==> src/rtl/gpio_port_pkg.sv <==
package gpio_port_pkg;

   localparam int MODE_W = 3;

   typedef enum logic [1:0] {
      SEL_NONE = 2'd0,
      SEL_DIR  = 2'd1,
      SEL_DAT  = 2'd2,
      SEL_PIN  = 2'd3
   } reg_sel_e;

   // power-on value of the mode-dependent direction bit
   function automatic logic mode_hold_bit_init(input logic [MODE_W-1:0] m);
      return (m == 3'd1) || (m == 3'd4) || (m == 3'd5);
   endfunction

   // modes in which the external bus, and thus chip select, is active
   function automatic logic mode_has_ext_bus(input logic [MODE_W-1:0] m);
      return (m >= 3'd1) && (m <= 3'd6);
   endfunction

endpackage

==> src/rtl/gpio_port_decode.sv <==
module gpio_port_decode
   import gpio_port_pkg::*;
#(
   parameter int                ADDR_W   = 16,
   parameter logic [ADDR_W-1:0] DIR_ADDR = 16'hFEBF,
   parameter logic [ADDR_W-1:0] DAT_ADDR = 16'hFF6F,
   parameter logic [ADDR_W-1:0] PIN_ADDR = 16'hFF5F
) (
   input  logic [ADDR_W-1:0] addr,
   output reg_sel_e          sel
);

   if ((DIR_ADDR == DAT_ADDR) || (DIR_ADDR == PIN_ADDR) || (DAT_ADDR == PIN_ADDR)) begin : g_bad_map
      $error("gpio_port_decode: register addresses must be distinct");
   end

   always_comb begin
      if (addr == DIR_ADDR)      sel = SEL_DIR;
      else if (addr == DAT_ADDR) sel = SEL_DAT;
      else if (addr == PIN_ADDR) sel = SEL_PIN;
      else                       sel = SEL_NONE;
   end

endmodule

==> src/rtl/gpio_port_sync.sv <==
module gpio_port_sync #(
   parameter int WIDTH  = 5,
   parameter int STAGES = 2
) (
   input  logic             clk,
   input  logic             rst,
   input  logic [WIDTH-1:0] d,
   output logic [WIDTH-1:0] q
);

   if (STAGES < 1) begin : g_bad_stages
      $error("gpio_port_sync: STAGES must be at least 1");
   end

   logic [WIDTH-1:0] stage_q [STAGES];

   for (genvar s = 0; s < STAGES; s++) begin : g_stage
      always_ff @(posedge clk) begin
         if (rst)         stage_q[s] <= '0;
         else if (s == 0) stage_q[s] <= d;
         else             stage_q[s] <= stage_q[(s == 0) ? 0 : s-1];
      end
   end

   assign q = stage_q[STAGES-1];

endmodule

==> src/rtl/gpio_port_regs.sv <==
module gpio_port_regs #(
   parameter int PIN_COUNT = 5,
   parameter int HOLD_PIN  = 4
) (
   input  logic                 clk,
   input  logic                 por_rst,
   input  logic                 man_rst,
   input  logic                 hold_init,
   input  logic                 wr_dir,
   input  logic                 wr_dat,
   input  logic [PIN_COUNT-1:0] wdata,
   output logic [PIN_COUNT-1:0] dir_q,
   output logic [PIN_COUNT-1:0] dat_q
);

   if (HOLD_PIN >= PIN_COUNT) begin : g_bad_hold
      $error("gpio_port_regs: HOLD_PIN out of range");
   end

   for (genvar i = 0; i < PIN_COUNT; i++) begin : g_bit
      if (i == HOLD_PIN) begin : g_hold
         // survives manual reset; power-on value set by mode
         always_ff @(posedge clk) begin
            if (por_rst)      dir_q[i] <= hold_init;
            else if (man_rst) dir_q[i] <= dir_q[i];
            else if (wr_dir)  dir_q[i] <= wdata[i];
         end
      end else begin : g_plain
         always_ff @(posedge clk) begin
            if (por_rst || man_rst) dir_q[i] <= 1'b0;
            else if (wr_dir)        dir_q[i] <= wdata[i];
         end
      end

      always_ff @(posedge clk) begin
         if (por_rst || man_rst) dat_q[i] <= 1'b0;
         else if (wr_dat)        dat_q[i] <= wdata[i];
      end
   end

endmodule

==> src/rtl/gpio_port_pinmux.sv <==
module gpio_port_pinmux #(
   parameter int PIN_COUNT = 5,
   parameter int CS_PIN    = 4
) (
   input  logic [PIN_COUNT-1:0] dir_q,
   input  logic [PIN_COUNT-1:0] dat_q,
   input  logic [PIN_COUNT-1:0] pin_sync,
   input  logic                 ext_bus,
   input  logic                 cs_n,
   output logic [PIN_COUNT-1:0] pin_oe,
   output logic [PIN_COUNT-1:0] pin_out,
   output logic [PIN_COUNT-1:0] pin_view
);

   for (genvar i = 0; i < PIN_COUNT; i++) begin : g_pin
      if (i == CS_PIN) begin : g_cs
         assign pin_out[i] = (ext_bus && dir_q[i]) ? cs_n : dat_q[i];
      end else begin : g_gp
         assign pin_out[i] = dat_q[i];
      end
      assign pin_oe[i]   = dir_q[i];
      assign pin_view[i] = dir_q[i] ? dat_q[i] : pin_sync[i];
   end

endmodule

==> src/rtl/gpio_mode_port.sv <==
module gpio_mode_port
   import gpio_port_pkg::*;
#(
   parameter int                ADDR_W      = 16,
   parameter int                DATA_W      = 8,
   parameter int                PIN_COUNT   = 5,
   parameter int                SPECIAL_PIN = 4,
   parameter int                SYNC_STAGES = 2,
   parameter logic [ADDR_W-1:0] DIR_ADDR    = 16'hFEBF,
   parameter logic [ADDR_W-1:0] DAT_ADDR    = 16'hFF6F,
   parameter logic [ADDR_W-1:0] PIN_ADDR    = 16'hFF5F,
   parameter logic [DATA_W-1:0] DIR_RD_FILL = 8'hFF
) (
   input  logic                 clk,
   input  logic                 por_rst,
   input  logic                 man_rst,
   input  logic [MODE_W-1:0]    mode,
   input  logic [ADDR_W-1:0]    bus_addr,
   input  logic                 bus_wr,
   input  logic                 bus_rd,
   input  logic [DATA_W-1:0]    bus_wdata,
   output logic [DATA_W-1:0]    bus_rdata,
   input  logic                 bus_cs_n,
   input  logic [PIN_COUNT-1:0] pin_in,
   output logic [PIN_COUNT-1:0] pin_out,
   output logic [PIN_COUNT-1:0] pin_oe
);

   if (PIN_COUNT >= DATA_W) begin : g_bad_width
      $error("gpio_mode_port: PIN_COUNT must leave reserved bits in DATA_W");
   end
   if (SPECIAL_PIN >= PIN_COUNT) begin : g_bad_special
      $error("gpio_mode_port: SPECIAL_PIN out of range");
   end

   reg_sel_e             sel;
   logic [PIN_COUNT-1:0] dir_q, dat_q, pin_sync, pin_view;
   logic [DATA_W-1:0]    rd_next;
   logic                 unused_wdata_hi;

   assign unused_wdata_hi = ^bus_wdata[DATA_W-1:PIN_COUNT];

   gpio_port_decode #(
      .ADDR_W(ADDR_W), .DIR_ADDR(DIR_ADDR), .DAT_ADDR(DAT_ADDR), .PIN_ADDR(PIN_ADDR)
   ) u_decode (
      .addr(bus_addr),
      .sel (sel)
   );

   gpio_port_regs #(
      .PIN_COUNT(PIN_COUNT), .HOLD_PIN(SPECIAL_PIN)
   ) u_regs (
      .clk      (clk),
      .por_rst  (por_rst),
      .man_rst  (man_rst),
      .hold_init(mode_hold_bit_init(mode)),
      .wr_dir   (bus_wr && (sel == SEL_DIR)),
      .wr_dat   (bus_wr && (sel == SEL_DAT)),
      .wdata    (bus_wdata[PIN_COUNT-1:0]),
      .dir_q    (dir_q),
      .dat_q    (dat_q)
   );

   gpio_port_sync #(
      .WIDTH(PIN_COUNT), .STAGES(SYNC_STAGES)
   ) u_sync (
      .clk(clk),
      .rst(por_rst),
      .d  (pin_in),
      .q  (pin_sync)
   );

   gpio_port_pinmux #(
      .PIN_COUNT(PIN_COUNT), .CS_PIN(SPECIAL_PIN)
   ) u_pinmux (
      .dir_q   (dir_q),
      .dat_q   (dat_q),
      .pin_sync(pin_sync),
      .ext_bus (mode_has_ext_bus(mode)),
      .cs_n    (bus_cs_n),
      .pin_oe  (pin_oe),
      .pin_out (pin_out),
      .pin_view(pin_view)
   );

   always_comb begin
      unique case (sel)
         SEL_DIR: rd_next = DIR_RD_FILL;
         SEL_DAT: rd_next = DATA_W'(dat_q);
         SEL_PIN: rd_next = DATA_W'(pin_view);
         default: rd_next = '0;
      endcase
   end

   always_ff @(posedge clk) begin
      if (por_rst)     bus_rdata <= '0;
      else if (bus_rd) bus_rdata <= rd_next;
      else             bus_rdata <= '0;
   end

endmodule

==> config.mk <==
export PLATFORM = sky130hd
export DESIGN_NAME = gpio_mode_port
export DESIGN_NICKNAME = d
export VERILOG_FILES = /design/src/rtl/gpio_port_pkg.sv /design/src/rtl/gpio_port_decode.sv /design/src/rtl/gpio_port_sync.sv /design/src/rtl/gpio_port_regs.sv /design/src/rtl/gpio_port_pinmux.sv /design/src/rtl/gpio_mode_port.sv
export SDC_FILE = /design/constraint.sdc
export NUM_CORES = 1
export LEC_CHECK = 0
export ABC_AREA = 1
export BUFFER_PORTS_ARGS = -buffer_cell sky130_fd_sc_hd__buf_2
export CAP_MARGIN = 10
export CORE_UTILIZATION = 30
export DETAILED_ROUTE_END_ITERATION = 7
export GPL_TIMING_DRIVEN = 0
export PLACE_DENSITY = 0.6
export REMOVE_ABC_BUFFERS = 1
export SLEW_MARGIN = 20
export SYNTH_ARGS = -nofsm -noshare
export SYNTH_HDL_FRONTEND = slang
export SYNTH_HIERARCHICAL = 1
export SYNTH_SLANG_ARGS = --single-unit
export TNS_END_PERCENT = 5
==> constraint.sdc <==
create_clock -name clk -period 2.3 [get_ports clk]
set_clock_uncertainty 0.15 [all_clocks]
set_input_delay 0.23 -clock clk [delete_from_list [all_inputs] [get_ports clk]]
set_output_delay 0.23 -clock clk [all_outputs]
set_load 0.05 [all_outputs]
# Word level (Yosys, flattened, before mapping)
# Memories as Yosys holds them, arrays and structs flattened.
# Index checks and enable logic that the tools add are counted.
# word_totals
regBits,18
ram_bits,10
in_bits,38
output_inout_bits,18
word_cells,55
memories,1
# memory_table
name,words,word_bits,read_ports,rd_ports_with_merged_regs,wr,line,source
u_sync.stage_q,2,5,2,0,2,gpio_port_sync.sv:15,logic [WIDTH-1:0] stage_q [STAGES];
# op_classes
order_cmp,2
n_eq_ne,10
n_mux,18
bitwise,3
reduce_logical,10
# ops
op,n
16-bit == test (second input constant),3
8-bit one-hot mux with 3 select lines,1
1-bit 2-to-1 mux,12
5-bit 2-to-1 mux,2
3-bit == test (second input constant),2
2-bit 2-to-1 mux,3
2-bit == test (second input constant),2
1-bit logical AND,4
3-bit by 1-bit == test with 1-bit output (second input constant),1
3-bit by 1-bit greater-or-equal comparator with 1-bit output (second input constant),1
3-bit less-or-equal comparator (second input constant),1
1-bit logical OR,3
2-bit by 1-bit == test with 1-bit output (second input constant),1
2-bit != test (second input constant),1
1-bit OR,2
2-bit AND reduction,1
2-bit nonzero test,1
2-bit OR reduction,1
1-bit inverter,1

# Logic depth before layout (Yosys ltp)
# logic_depth
word_depth,9
depth_mapped,14
ltp_nobuf,12

# By module
# The synthesis kept the hierarchy.
# by_module_without_submodules
mod,n_inst,cells_per_inst,area_each_um2,seq_area_each_um2
gpio_port_regs,1,58,405.4,210.2
gpio_mode_port,1,49,325.3,120.1
gpio_port_sync,1,31,286.5,200.2
gpio_port_pinmux,1,28,146.4,0.0
gpio_port_decode,1,36,142.6,0.0

# Worst setup path after synthesis
# Ideal clock, no wire load.
# synth_path
kind,input to register
startpoint,input bus_addr[3]
endpoint,register u_regs.dir_q[4] (enable)
setup_ns,0.304
arrival_time_ns,1.192
t_required_ns,1.846
path_slack_ns,0.654
cell_stages,12
path_buffers,2
cell_sequence,nand2_1 inv_1 nand2_1 nor2_2 nand2_1 nand2_1 buf_6 nand2_1 nor2_1 buf_2 inv_1 o21bai_1
# synth_via
elab_chain_len,8
elab_cells_between_ends,10
classes_between,eq/ne: 4; mux: 3; reduce/logical: 3
# synth_rtl
item,line,source
start: declaration,gpio_mode_port.sv:18,"input logic [ADDR_W-1:0] bus_addr,"
16-bit == test,gpio_port_decode.sv:20,else if (addr == PIN_ADDR) sel = SEL_PIN;
2-bit 2-to-1 mux,gpio_port_decode.sv:20,
2-bit 2-to-1 mux,gpio_port_decode.sv:19,else if (addr == DAT_ADDR) sel = SEL_DAT;
2-bit 2-to-1 mux *,gpio_port_decode.sv:18,if (addr == DIR_ADDR) sel = SEL_DIR;
named net sel[0],gpio_mode_port.sv:36,reg_sel_e sel;
2-bit by 1-bit == test with 1-bit output *,gpio_mode_port.sv:57,".wr_dir (bus_wr && (sel == SEL_DIR)),"
1-bit logical AND *,gpio_mode_port.sv:57,
2-bit nonzero test (no source line) *,-,
2-bit AND reduction (no source line) *,-,
end signal: indexed assignment,gpio_port_regs.sv:24,if (por_rst) dir_q[i] <= hold_init;
end signal: indexed assignment,gpio_port_regs.sv:25,else if (man_rst) dir_q[i] <= dir_q[i];
end signal: indexed assignment,gpio_port_regs.sv:26,else if (wr_dir) dir_q[i] <= wdata[i];
end: declaration,gpio_port_regs.sv:12,"output logic [PIN_COUNT-1:0] dir_q,"
# Mark *: on every way through the listed nets, which the timed path passes. The rest lies on a longest branch.
# A chain may end at the register's enable or synchronous reset.

# Final worst setup path
# layout_path
startpoint,input bus_addr[9]
endpoint,register u_regs.dir_q[4] (enable)
# Same word-level chain as after synthesis.

==> impl_metrics.xml <==
<?xml version="1.0" encoding="UTF-8"?>
<metrics>
  <group name="cells_and_area">
    <metric name="postLayoutCoreUtil" unit="">0.381</metric>
    <metric name="filler_cell_count" unit="">457</metric>
    <metric name="layout.cells.most_common_list" unit="">sky130_fd_sc_hd__nand2_1 (57), sky130_fd_sc_hd__buf_2 (52), sky130_fd_sc_hd__nor2_1 (39), sky130_fd_sc_hd__inv_1 (38), sky130_fd_sc_hd__dfxtp_1 (25)</metric>
    <metric name="final_nets" unit="">281</metric>
    <metric name="layout.cells.most_common" unit="">sky130_fd_sc_hd__nand2_1</metric>
    <metric name="layout.cells.non_filler" unit="">292</metric>
    <metric name="final_area" unit="um2">1560</metric>
    <metric name="diodes" unit="">0</metric>
    <metric name="regArea" unit="um2">531</metric>
    <metric name="multi_input_comb_area" unit="um2">498</metric>
    <metric name="area.growth.synth_to_final" unit="%">19.3</metric>
    <metric name="post_route_cells_drive_above_1_share" unit="">0.256</metric>
  </group>
  <group name="placement">
    <metric name="pre_cts_ws" unit="ns">0.0470</metric>
    <metric name="placement.io_buffers" unit="">52</metric>
    <metric name="place.gp.congestion" unit="">0.714</metric>
    <metric name="placedCellCount" unit="">288</metric>
    <metric name="detailed_place.area" unit="um2">1500</metric>
    <metric name="dpl.hpwl" unit="um">1840</metric>
  </group>
  <group name="worst_setup_path">
    <metric name="critPathBufInv" unit="">4</metric>
    <metric name="cp.required" unit="ns">2.13</metric>
    <metric name="data_arrival_time_of_the_critical_path" unit="ns">1.81</metric>
    <metric name="crit_fanout" unit="">11</metric>
    <metric name="r2r_start" unit="">u_regs/dir_q[4]</metric>
    <metric name="critical_path.reg2reg.endpoint" unit="">bus_rdata[4]</metric>
    <metric name="timing.critical_path.max_delay_family" unit="">simple AND/OR/NAND/NOR gates</metric>
    <metric name="ff2ff_setup_slack" unit="ns">1.19</metric>
    <metric name="critical_path_cell_sequence" unit="">buf_2 -&gt; nand2_1 -&gt; inv_1 -&gt; nand2_1 -&gt; nor2_1 -&gt; nand2_1 -&gt; nand2_1 -&gt; inv_2 -&gt; nand2_1 -&gt; nor2_1 -&gt; inv_1 -&gt; o21bai_1</metric>
    <metric name="worst-setup-path-type" unit="">in -&gt; reg</metric>
    <metric name="worst_r2r_path_depth" unit="">5</metric>
    <metric name="worstSetupEndpointType" unit="">flop</metric>
    <metric name="critical-path-max-stage-delay" unit="ns">0.49</metric>
    <metric name="most_used_cell_cp" unit="">sky130_fd_sc_hd__nand2_1</metric>
    <metric name="critPathSlowestCell" unit="">sky130_fd_sc_hd__nor2_1</metric>
    <metric name="worst_setup_path_start_kind" unit="">primary input</metric>
  </group>
  <group name="hold_path">
    <metric name="worstHoldPathCells" unit="">3</metric>
    <metric name="worst_hold_path_type" unit="">in -&gt; reg</metric>
    <metric name="hold_path_startpoint" unit="">pin_in[2]</metric>
    <metric name="min_delay_worst_endpoint" unit="">u_sync/stage_q[0][2]</metric>
  </group>
  <group name="floorplan">
    <metric name="die_height" unit="um">68.0</metric>
    <metric name="floorplan.die_area" unit="um2">4620</metric>
    <metric name="floorplan.io_pins" unit="">56</metric>
    <metric name="floorplan.core_area" unit="um2">4090</metric>
    <metric name="die_width" unit="um">68.0</metric>
    <metric name="rows" unit="">23</metric>
    <metric name="initial_core_util" unit="">0.320</metric>
  </group>
  <group name="power_and_ir_drop">
    <metric name="cellPowerDensity" unit="nW/um2">539</metric>
    <metric name="pwr-share-seq" unit="">0.556</metric>
    <metric name="leakage" unit="nW">0.784</metric>
    <metric name="switching_share" unit="">0.222</metric>
    <metric name="p_comb_frac" unit="">0.104</metric>
    <metric name="internal_power" unit="mW">0.653</metric>
    <metric name="power.share.clock" unit="">0.341</metric>
    <metric name="netSwitchingPower" unit="mW">0.186</metric>
    <metric name="worst_ir_drop_vdd" unit="V">0.000247</metric>
  </group>
  <group name="logic_synthesis">
    <metric name="ys_ff_latch" unit="">26</metric>
    <metric name="synth_adder_area_share" unit="">0</metric>
    <metric name="synth_top_family_by_area" unit="">simple AND/OR/NAND/NOR gates</metric>
    <metric name="post_synth_and_or_nand_nor_area_fraction" unit="">0.330</metric>
    <metric name="netlist_instances" unit="">202</metric>
    <metric name="synth_area_in_compound_gates" unit="">0.0517</metric>
    <metric name="yosysUniqueCellTypes" unit="">18</metric>
    <metric name="synth_area_leaders" unit="">sky130_fd_sc_hd__dfxtp_1 (38%), sky130_fd_sc_hd__nand2_1 (16%), sky130_fd_sc_hd__nor2_1 (11%), sky130_fd_sc_hd__inv_1 (11%), sky130_fd_sc_hd__buf_4 (6.3%)</metric>
    <metric name="yosys_warnings" unit="">6</metric>
    <metric name="syn_area_per_cell" unit="um2">6.47</metric>
    <metric name="synth-seq-area-share" unit="">0.406</metric>
    <metric name="xor_and_xnor_area_share_after_synthesis" unit="">0</metric>
    <metric name="post_synthesis_mux_area_share" unit="">0</metric>
    <metric name="yosysTopAreaCell" unit="">sky130_fd_sc_hd__dfxtp_1</metric>
    <metric name="mappedNetlistArea" unit="um2">1310</metric>
    <metric name="synthDominantCellAreaShare" unit="">0.383</metric>
  </group>
  <group name="clocking">
    <metric name="cts_buffers" unit="">3</metric>
    <metric name="worst_setup_hold_path_clk_slew" unit="ns">0.08</metric>
    <metric name="cts.hold.buffers_added" unit="">0</metric>
    <metric name="post-cts-setup-buffers" unit="">0</metric>
    <metric name="post_cts_resize_count" unit="">0</metric>
    <metric name="clock_sink_count" unit="">26</metric>
    <metric name="clock_tree.buffer_depth" unit="">2</metric>
    <metric name="clock_latency" unit="ns">0.26</metric>
    <metric name="clock_tree.htree_level_count" unit="">1</metric>
    <metric name="clockRootBuffer" unit="">sky130_fd_sc_hd__clkbuf_8</metric>
    <metric name="cts_tree" unit="">done</metric>
  </group>
  <group name="sta">
    <metric name="final_max_slew_viol_count" unit="">0</metric>
    <metric name="rsz0062_at_grt" unit="">no</metric>
    <metric name="max_freq" unit="MHz">504</metric>
    <metric name="timing.final.crit_period" unit="ns">1.98</metric>
    <metric name="final-setup-viol-count" unit="">0</metric>
    <metric name="timing_worst_slew_pin_value" unit="ns">0.636</metric>
    <metric name="worst_slew_margin_rel" unit="">0.574</metric>
    <metric name="timing.setup.tns" unit="ns">0</metric>
    <metric name="layout_setup_ws" unit="ns">0.316</metric>
    <metric name="final_min_period_over_clock_period" unit="">0.863</metric>
    <metric name="number_of_failing_hold_endpoints_at_the_final_stage" unit="">0</metric>
  </group>
  <group name="grt">
    <metric name="grt_start_max_net_pins" unit="">16</metric>
    <metric name="grt-ovfl-total" unit="">0</metric>
    <metric name="grt_usage" unit="">0.112</metric>
    <metric name="number_of_global_route_vias_before_repair" unit="">880</metric>
    <metric name="grt_antenna_before_repair" unit="">0</metric>
    <metric name="global_route_wire_length_before_repair" unit="um">3820</metric>
  </group>
  <group name="route">
    <metric name="drt-total-wl" unit="um">2450</metric>
    <metric name="detail_route.vias_per_cell" unit="">3.95</metric>
    <metric name="total_drc_errors_in_the_routed_layout" unit="">0</metric>
    <metric name="drt-pass1-iter-count" unit="">4</metric>
    <metric name="initialDrtViolationCount" unit="">22</metric>
    <metric name="routed-via-count" unit="">1152</metric>
    <metric name="routed_wire_length_per_instance" unit="um">8.40</metric>
    <metric name="drt.antenna.violating_nets" unit="">0</metric>
  </group>
  <group name="run">
    <metric name="max_cap_viol_count" unit="">0</metric>
  </group>
  <group name="status">
    <metric name="outcome" unit="">finished, final reports clean</metric>
  </group>
</metrics>
[synth_stat cells]
library cell / number
sky130_fd_sc_hd__nand2_1: 57
sky130_fd_sc_hd__nor2_1: 39
sky130_fd_sc_hd__inv_1: 38
sky130_fd_sc_hd__dfxtp_1: 25
sky130_fd_sc_hd__buf_4: 11
sky130_fd_sc_hd__o21ai_0: 7
sky130_fd_sc_hd__nand3_1: 6
sky130_fd_sc_hd__a21oi_1: 5
sky130_fd_sc_hd__buf_6: 3
sky130_fd_sc_hd__buf_2: 2
sky130_fd_sc_hd__nor2_2: 2
sky130_fd_sc_hd__clkinv_2: 1
sky130_fd_sc_hd__edfxtp_1: 1
sky130_fd_sc_hd__inv_2: 1
sky130_fd_sc_hd__nand4_1: 1
sky130_fd_sc_hd__nor2_4: 1
sky130_fd_sc_hd__nor3_2: 1
sky130_fd_sc_hd__o21bai_1: 1
[sequential cells by signal, indices dropped and copies added (netlist names)]
register and flops:
u_sync/stage_q 10, bus_rdata 6, u_regs/dat_q 5, u_regs/dir_q 5
[worst reg2reg max path, cell delays in order, from the launching register on]
cell and delay [ns]:
sky130_fd_sc_hd__edfxtp_1 0.44, sky130_fd_sc_hd__o21ai_0 0.17, sky130_fd_sc_hd__inv_1 0.05, sky130_fd_sc_hd__nand2_1 0.05
sky130_fd_sc_hd__nand2_1 0.05, sky130_fd_sc_hd__a21oi_1 0.13
[area by class of cell]
| cell class | instances | share of cell area |
|---|---|---|
| well taps | 50 | 0.0402 |
| clock buffers | 4 | 0.0353 |
| flip-flops and latches | 26 | 0.341 |
| repair buffers | 52 | 0.167 |
| inverters | 40 | 0.0972 |
| multi-input cells | 120 | 0.320 |
[cell families (layout without fill, tap and decap cells)]
| kind of cell | Yosys count | in the layout |
|---|---|---|
| buf+inv | 56 | 96 |
| compound gates | 13 | 13 |
| flops | 26 | 26 |
| simple gates | 107 | 107 |
[power groups by stage]
stage,sequential (mW),clock [mW],combinational [mW]
3_3_place_gp,0.477,0,0.0867
5_1_grt,0.468,0.321,0.100
2_1_floorplan,0.482,0,0.0392
6_report,0.466,0.286,0.0868
3_5_place_dp,0.477,0,0.0878
4_1_cts,0.466,0.298,0.0881
[worst max-delay path by stage]
stage | depth (start not counted) | end | startpoint
2_1_floorplan | 10 | u_regs/dir_q[4] | bus_addr[3]
3_3_place_gp | 12 | u_regs/dir_q[4] | bus_addr[9]
3_5_place_dp | 12 | u_regs/dir_q[4] | bus_addr[9]
4_1_cts | 12 | u_regs/dir_q[4] | bus_addr[9]
5_1_grt | 12 | u_regs/dir_q[4] | bus_addr[9]
6_report | 12 | u_regs/dir_q[4] | bus_addr[9]
[per-stage QoR]
stage,power (mW),hold WS (ns)
3_5_place_dp,0.565,0.244
3_3_place_gp,0.563,0.239
5_1_grt,0.889,0.00150
2_1_floorplan,0.521,0.151
4_1_cts,0.853,0.00131
6_report,0.839,0.0102
[per-layer routing]
metal | vias up | global-route usage | wire, um
met4 | 0 | 0.0547 | 22
met5 | - | 0 | 0
met3 | 2 | 0.0300 | 169
met2 | 32 | 0.173 | 1080
li1 | 654 | - | -
met1 | 464 | 0.143 | 1180
(Power assumes the default switching activity.)
